`config.mk`:
```
export PLATFORM = sky130hd
export DESIGN_NAME = mim_moderator
export DESIGN_NICKNAME = d
export VERILOG_FILES = /design/src/rtl/mim_pkg.sv /design/src/rtl/mim_cfg_hold.sv /design/src/rtl/mim_period_timer.sv /design/src/rtl/mim_pend_counter.sv /design/src/rtl/mim_moderator.sv
export SDC_FILE = /design/constraint.sdc
export NUM_CORES = 1
export LEC_CHECK = 0
export BUFFER_PORTS_ARGS = -buffer_cell sky130_fd_sc_hd__buf_4
export CAP_MARGIN = 25
export CORE_MARGIN = 5
export CORE_UTILIZATION = 51
export CTS_BUF_LIST = sky130_fd_sc_hd__clkbuf_4
export CTS_CLUSTER_DIAMETER = 50
export DETAILED_ROUTE_END_ITERATION = 8
export PLACE_DENSITY_LB_ADDON = 0.08
export REMOVE_ABC_BUFFERS = 1
export SYNTH_ARGS = -nofsm -noshare
export SYNTH_HDL_FRONTEND = slang
export SYNTH_HIERARCHICAL = 1
export SYNTH_SLANG_ARGS = --single-unit
```
`constraint.sdc`:
```
create_clock -name clk -period 6.4 [get_ports clk]
set_input_delay 0 -clock clk [delete_from_list [all_inputs] [get_ports clk]]
set_output_delay 0 -clock clk [all_outputs]
set_load 0.1 [all_outputs]
```
`src/rtl/mim_pkg.sv`:
```
package mim_pkg;

  // Requested period-mode encodings on mode_req_i
  localparam logic [1:0] MODE_REQ_FROM_IRQ  = 2'd0;
  localparam logic [1:0] MODE_REQ_FROM_CMPL = 2'd1;

  // Resolved timer base actually used by the engine
  typedef enum logic {
    TMR_FROM_IRQ  = 1'b0,
    TMR_FROM_CMPL = 1'b1
  } tmr_base_e;

  // Reserved encodings and a missing capability both fall back to IRQ base
  function automatic tmr_base_e resolve_base(input logic [1:0] req, input logic cap);
    if (cap && (req == MODE_REQ_FROM_CMPL)) return TMR_FROM_CMPL;
    return TMR_FROM_IRQ;
  endfunction

endpackage

```
`src/rtl/mim_cfg_hold.sv`:
```
module mim_cfg_hold
  import mim_pkg::*;
#(
  parameter int PERIOD_W   = 8,
  parameter int COUNT_W    = 8,
  parameter int DEF_PERIOD = 16,
  parameter int DEF_THRESH = 32
) (
  input  logic                clk,
  input  logic                rst_n,
  input  logic                load,
  input  logic [1:0]          mode_req_i,
  input  logic                cap_i,
  input  logic [PERIOD_W-1:0] period_i,
  input  logic [COUNT_W-1:0]  thresh_i,
  output tmr_base_e           base_q,
  output logic [PERIOD_W-1:0] period_q,
  output logic [COUNT_W-1:0]  thresh_q
);

  localparam logic [PERIOD_W-1:0] RST_PERIOD = PERIOD_W'(DEF_PERIOD);
  localparam logic [COUNT_W-1:0]  RST_THRESH = COUNT_W'(DEF_THRESH);

  tmr_base_e base_req;
  assign base_req = resolve_base(mode_req_i, cap_i);

  always_ff @(posedge clk) begin
    if (!rst_n) begin
      base_q   <= TMR_FROM_IRQ;
      period_q <= RST_PERIOD;
      thresh_q <= RST_THRESH;
    end else if (load) begin
      base_q   <= base_req;
      period_q <= period_i;
      thresh_q <= thresh_i;
    end
  end

  // without the capability the completion base can never be loaded
  assert_cap_forces_irq_base_R8: assert property (@(posedge clk) disable iff (!rst_n)
    (load && !cap_i) |=> (base_q == TMR_FROM_IRQ));

  // configuration frozen whenever no load window is open
  assert_cfg_frozen_R12: assert property (@(posedge clk) disable iff (!rst_n)
    !load |=> ($stable(period_q) && $stable(thresh_q) && $stable(base_q)));

endmodule

```
`src/rtl/mim_period_timer.sv`:
```
module mim_period_timer #(
  parameter int PERIOD_W = 8
) (
  input  logic                clk,
  input  logic                rst_n,
  input  logic                tick_i,
  input  logic                restart_i,
  input  logic [PERIOD_W-1:0] limit_i,
  output logic [PERIOD_W-1:0] count_o,
  output logic                expired_o
);

  // Restart dominates; a tick advances the count until it meets the limit
  function automatic logic [PERIOD_W-1:0] step_count(
    input logic [PERIOD_W-1:0] cur,
    input logic [PERIOD_W-1:0] lim,
    input logic                tick,
    input logic                restart);
    if (restart)                 return '0;
    if (tick && (cur < lim))     return cur + 1'b1;
    return cur;
  endfunction

  logic [PERIOD_W-1:0] count_q;

  always_ff @(posedge clk) begin
    if (!rst_n) count_q <= '0;
    else        count_q <= step_count(count_q, limit_i, tick_i, restart_i);
  end

  assign count_o   = count_q;
  assign expired_o = (count_q >= limit_i);

  // a restart always lands the count at zero
  assert_restart_clears_R9: assert property (@(posedge clk) disable iff (!rst_n)
    restart_i |=> (count_o == '0));

  // the timer moves only on a tick
  assert_no_tick_holds_R4: assert property (@(posedge clk) disable iff (!rst_n)
    (!restart_i && !tick_i) |=> $stable(count_o));

endmodule

```
`src/rtl/mim_pend_counter.sv`:
```
module mim_pend_counter #(
  parameter int COUNT_W = 8
) (
  input  logic               clk,
  input  logic               rst_n,
  input  logic               inc_i,
  input  logic               clear_i,
  output logic [COUNT_W-1:0] cnt_o
);

  // A clear keeps only the completion arriving in the same cycle
  function automatic logic [COUNT_W-1:0] step_pend(
    input logic [COUNT_W-1:0] cur,
    input logic               inc,
    input logic               clear);
    logic [COUNT_W-1:0] base;
    base = clear ? '0 : cur;
    return base + {{(COUNT_W-1){1'b0}}, inc};
  endfunction

  logic [COUNT_W-1:0] cnt_q;

  always_ff @(posedge clk) begin
    if (!rst_n) cnt_q <= '0;
    else        cnt_q <= step_pend(cnt_q, inc_i, clear_i);
  end

  assign cnt_o = cnt_q;

  // after a clear only the coincident completion remains
  assert_clear_keeps_coincident_R9: assert property (@(posedge clk) disable iff (!rst_n)
    clear_i |=> (cnt_o == {{(COUNT_W-1){1'b0}}, $past(inc_i)}));

  // a counted completion never leaves the count at zero
  assert_inc_nonzero_R2: assert property (@(posedge clk) disable iff (!rst_n)
    (!clear_i && inc_i) |=> (cnt_o != '0));

endmodule

```
`src/rtl/mim_moderator.sv`:
```
module mim_moderator
  import mim_pkg::*;
#(
  parameter int PERIOD_W   = 8,
  parameter int COUNT_W    = 8,
  parameter int DEF_PERIOD = 16,
  parameter int DEF_THRESH = 32
) (
  input  logic                clk,
  input  logic                rst_n,
  input  logic                cmpl_i,
  input  logic                usec_tick_i,
  input  logic [1:0]          mode_req_i,
  input  logic [PERIOD_W-1:0] period_i,
  input  logic [COUNT_W-1:0]  thresh_i,
  input  logic                restart_cap_i,
  output logic                irq_o,
  output logic [COUNT_W-1:0]  pend_cnt_o,
  output logic                expired_o
);

  // Named internal events
  tmr_base_e           cfg_base;
  logic [PERIOD_W-1:0] cfg_period;
  logic [COUNT_W-1:0]  cfg_thresh;
  logic [PERIOD_W-1:0] tmr_count;
  logic                tmr_expired;
  logic [COUNT_W-1:0]  pend_cnt;
  logic                pend_nz;
  logic                thresh_hit;
  logic                fire;
  logic                cfg_load;
  logic                tmr_restart;

  function automatic logic count_reached(
    input logic [COUNT_W-1:0] pend,
    input logic [COUNT_W-1:0] thr);
    return (pend != '0) && (pend >= thr);
  endfunction

  assign pend_nz     = (pend_cnt != '0);
  assign thresh_hit  = count_reached(pend_cnt, cfg_thresh);
  assign fire        = pend_nz && (thresh_hit || tmr_expired);
  assign cfg_load    = fire || !pend_nz;
  assign tmr_restart = fire || ((cfg_base == TMR_FROM_CMPL) && cmpl_i);

  mim_cfg_hold #(
    .PERIOD_W  (PERIOD_W),
    .COUNT_W   (COUNT_W),
    .DEF_PERIOD(DEF_PERIOD),
    .DEF_THRESH(DEF_THRESH)
  ) u_cfg (
    .clk       (clk),
    .rst_n     (rst_n),
    .load      (cfg_load),
    .mode_req_i(mode_req_i),
    .cap_i     (restart_cap_i),
    .period_i  (period_i),
    .thresh_i  (thresh_i),
    .base_q    (cfg_base),
    .period_q  (cfg_period),
    .thresh_q  (cfg_thresh)
  );

  mim_period_timer #(
    .PERIOD_W(PERIOD_W)
  ) u_timer (
    .clk      (clk),
    .rst_n    (rst_n),
    .tick_i   (usec_tick_i),
    .restart_i(tmr_restart),
    .limit_i  (cfg_period),
    .count_o  (tmr_count),
    .expired_o(tmr_expired)
  );

  mim_pend_counter #(
    .COUNT_W(COUNT_W)
  ) u_pend (
    .clk    (clk),
    .rst_n  (rst_n),
    .inc_i  (cmpl_i),
    .clear_i(fire),
    .cnt_o  (pend_cnt)
  );

  assign irq_o      = fire;
  assign pend_cnt_o = pend_cnt;
  assign expired_o  = tmr_expired;

  logic [COUNT_W-1:0] thresh_floor;
  assign thresh_floor = (cfg_thresh == '0) ? COUNT_W'(1) : cfg_thresh;

  // an interrupt needs something to report
  assert_no_irq_when_empty_R11: assert property (@(posedge clk) disable iff (!rst_n)
    irq_o |-> (pend_cnt_o != '0));

  // the waiting count never runs past the threshold
  assert_pend_bounded_R3: assert property (@(posedge clk) disable iff (!rst_n)
    pend_cnt <= thresh_floor);

  // in completion base a non-firing completion reloads the timer
  assert_cmpl_reload_R5: assert property (@(posedge clk) disable iff (!rst_n)
    ((cfg_base == TMR_FROM_CMPL) && cmpl_i && !fire) |=> (tmr_count == '0));

  // zero period reports any waiting completion at once
  assert_zero_period_R10: assert property (@(posedge clk) disable iff (!rst_n)
    ((cfg_period == '0) && (pend_cnt_o != '0)) |-> irq_o);

endmodule

```
==> results.md <==
- Die height: 70.7 µm
- Die area: 5000 µm²
- H-tree levels: 2
- Clock Path Buffers: 2
- Antenna Cells: 0
- Synth Instances: 201
- Ys Warns: 6
- Min-delay src: usec_tick_i
- Unique masters post-synth: 37
- Clock power share: 0.223
- Vias in the first global route: about 1600
- Fin crit share: 0.547
- Fin Clk Skew: 0.0144 ns
- Core box area: 3610 µm²
- Nets@finish: 300
- Max-Cap Viols: 0
- Clock root buffer master: clkbuf_4
- PD cells: 201 nW/µm²
- Sw Share: 0.319
- Non-Filler Instances: 306
- Slew Viols, Final: 0
- # IOs: 33
- WP data arrival: between 3 and 4 ns
- Worst R2R Start: u_cfg/period_q[7]
- Yosys reg bits: 33
- Initial antenna violation count: 0
- R2r setup slk: between 2 and 3 ns
- Pin count of the biggest net entering global routing: 24
- Hold Violations, Final: 0
- Part of the power in registers: 0.477
- Worst hold path type: in2reg
- Hold endpoint: u_timer/count_o[1]
- Maximum vdd drop: 156 µV
- Mapped Area: 1880 µm²
- Most frequent cells in the layout: dfxtp_1, buf_4, ha_1, dlygate4sd3_1, nor2b_1
- Internal: around 0.33 mW
- Die W: 70.7 µm
- R2r endpoint: u_pend/cnt_o[6]
- # DRC: 0
- Hold path depth: 3
- Via density: 5.27
- Share of layout cells above drive strength 1: 0.174
- Power, Total: 0.484 mW
- Crit path time final: 3.50 ns
- Mean Syn Cell Area: a little over 9 µm²
- Switching power: approximately 0.15 mW
- Post-synthesis sequential area ratio: 0.352
- CTS clk-pin slew, worst paths: 0.11 ns
- DRT antenna net count: 0
- Status: completed
- P_leak: 1.10 nW
- Row count: 22
- FMAX: around 0.29 GHz
- GRT overflow: 0
- Worst slew pin tran: 0.888 ns
- Largest fanout on the critical path: 8
- Total CTS buffers: 5
- Number of clock sinks: 33
- 1st-pass router iterations: 4
- PortBufs: 32
- RD Place Congestion: around 0.86
- Gate power share: 0.300
- Area delta synth->final: 28.2%
- Startpoint Class: flop
- Endpoints failing setup: 0
- Slew HR: 0.408
- Crit. End Element: flop
- Total GRT Usage: 0.172
- 1st-iter DRT viols: 50
- Placed Instances: roughly 280
- Global-route wire length before repair: 7000 µm
- RSZ-0062 raised after global routing: no
- Vias: 1614
- Final wirelength: 4090 µm
- Post-CTS setup repair buffer count: 0
- Clock Latency Late Sink: 0.33 ns
- Reg2Reg Depth: 13
- CP Class: reg2reg
- Required @ worst endpoint: about 6.7 ns
- DP HPWL: 2990 µm
- DR WL/cell: around 13 µm
- Initial Utilization: 0.521
- Setup_tns: 0 ns
- Commonest non-fill, non-tap cell in the layout: dfxtp_1
- CTS tree: done
-- critical path, cell delays in order (launching register included) --
cell and delay, ns:
dfxtp_1 0.36, inv_1 0.06, ha_1 0.35, and3_4 0.22, a221oi_4 0.43, o21ai_0 0.29, a2111oi_4 0.40, nor2_1 0.16
nor2b_1 0.18, ha_1 0.18, ha_1 0.20, nand3_2 0.12, or3_1 0.37, a21oi_1 0.14
-- power by group through the flow --
stage / sequential [mW] / combinational, mW / clock, mW
after floorplan: 0.243 / 0.0884 / 0
after global placement: 0.235 / 0.127 / 0
after detailed placement: 0.235 / 0.136 / 0
after CTS: 0.231 / 0.147 / 0.114
after global routing: 0.233 / 0.160 / 0.123
final: 0.231 / 0.145 / 0.108
-- synth_stat cells --
master	n	area, µm²
nand2b_1	3	18.8
nand4_1	4	25.0
and4_1	2	17.5
nand3_1	6	30.0
nand3_2	1	10.0
inv_1	17	63.8
a41oi_1	1	8.76
nand2b_4	1	13.8
nor2_1	5	18.8
a2111oi_4	1	27.5
or2b_1	1	7.51
nand4b_1	1	8.76
a221oi_4	1	26.3
a211oi_1	1	7.51
xnor2_1	1	8.76
ha_1	20	250
a21boi_1	1	7.51
clkbuf_1	2	7.51
o21ai_0	12	60.1
and3_1	2	12.5
a21o_1	1	7.51
dfxtp_1	33	661
and2_1	3	18.8
o211ai_1	2	15.0
xor2_1	2	17.5
a21oi_1	13	65.1
o31ai_1	1	7.51
buf_12	1	20.0
a2111o_1	1	11.3
buf_6	1	11.3
o21ai_1	3	15.0
nand2_1	10	37.5
and3_4	1	11.3
nor2b_1	18	113
mux2i_1	16	160
or4_1	2	15.0
or3_1	10	62.6
-- stage by stage --
step / area [µm²] / setup slack [ns] / hold slack [ns] / util
6_report: 2410 / 2.90 / 0.0186 / 0.668
5_1_grt: 2410 / 2.71 / 0.0183 / 0.668
4_1_cts: 2410 / 2.95 / 0.00450 / 0.668
3_5_place_dp: 2160 / 2.99 / 0.225 / 0.599
3_3_place_gp: 2140 / 3.18 / 0.216 / 0.595
2_1_floorplan: 1840 / 0.584 / 0.0619 / -
-- registers in the layout (all words and copies together) (netlist names) --
| register | count |
|---|---|
| u_cfg/thresh_q | 8 |
| u_pend/cnt_o | 8 |
| u_timer/count_o | 8 |
| u_cfg/period_q | 8 |
| u_cfg/base_q | 1 |
-- routing by layer --
metal | routed length (µm) | GRT usage
met5 | 0 | 0
met4 | 44 | 0.0689
met3 | 172 | 0.0412
met2 | 2020 | 0.289
met1 | 1860 | 0.209
-- how the worst max path moves through the flow --
| stage | cells after the start | to | from | slack, ns |
|---|---|---|---|---|
| 3_3_place_gp | 13 | u_pend/cnt_o[6] | u_cfg/period_q[7] | 3.18 |
| 6_report | 13 | u_pend/cnt_o[6] | u_cfg/period_q[7] | 2.90 |
| 5_1_grt | 13 | u_pend/cnt_o[6] | u_cfg/period_q[7] | 2.71 |
| 2_1_floorplan | 13 | u_pend/cnt_o[6] | u_cfg/period_q[7] | 0.58 |
| 3_5_place_dp | 13 | u_pend/cnt_o[6] | u_cfg/period_q[7] | 2.99 |
| 4_1_cts | 13 | u_pend/cnt_o[6] | u_cfg/period_q[7] | 2.95 |
-- logic make-up (layout without fill, tap and decap cells) --
kind of cell	count (synthesis)	after routing	synth area share
mux	16	16	0.0852
fa+ha+maj	20	20	0.133
flops	33	33	0.352
compound gates	38	38	0.138
buf+inv	21	78	0.0546
xor+xnor	3	3	0.0140
simple gates	70	70	0.224
-- final cells by class --
cell class                 count  area [µm²]
clock buffer                   5        37.5
clock inverter                 3        12.5
fill                         307        1200
inverter                      17        63.8
multi-input combinational    147        1120
sequential                    33         661
tap                           48        60.1
timing repair buffer          53         455
-- timing repair --
action,in CTS,in global routing
hold buffers,20,0
resized for setup,0,0
endpoints found under the hold margin,17,0
Power figures use the tool's default switching activity.
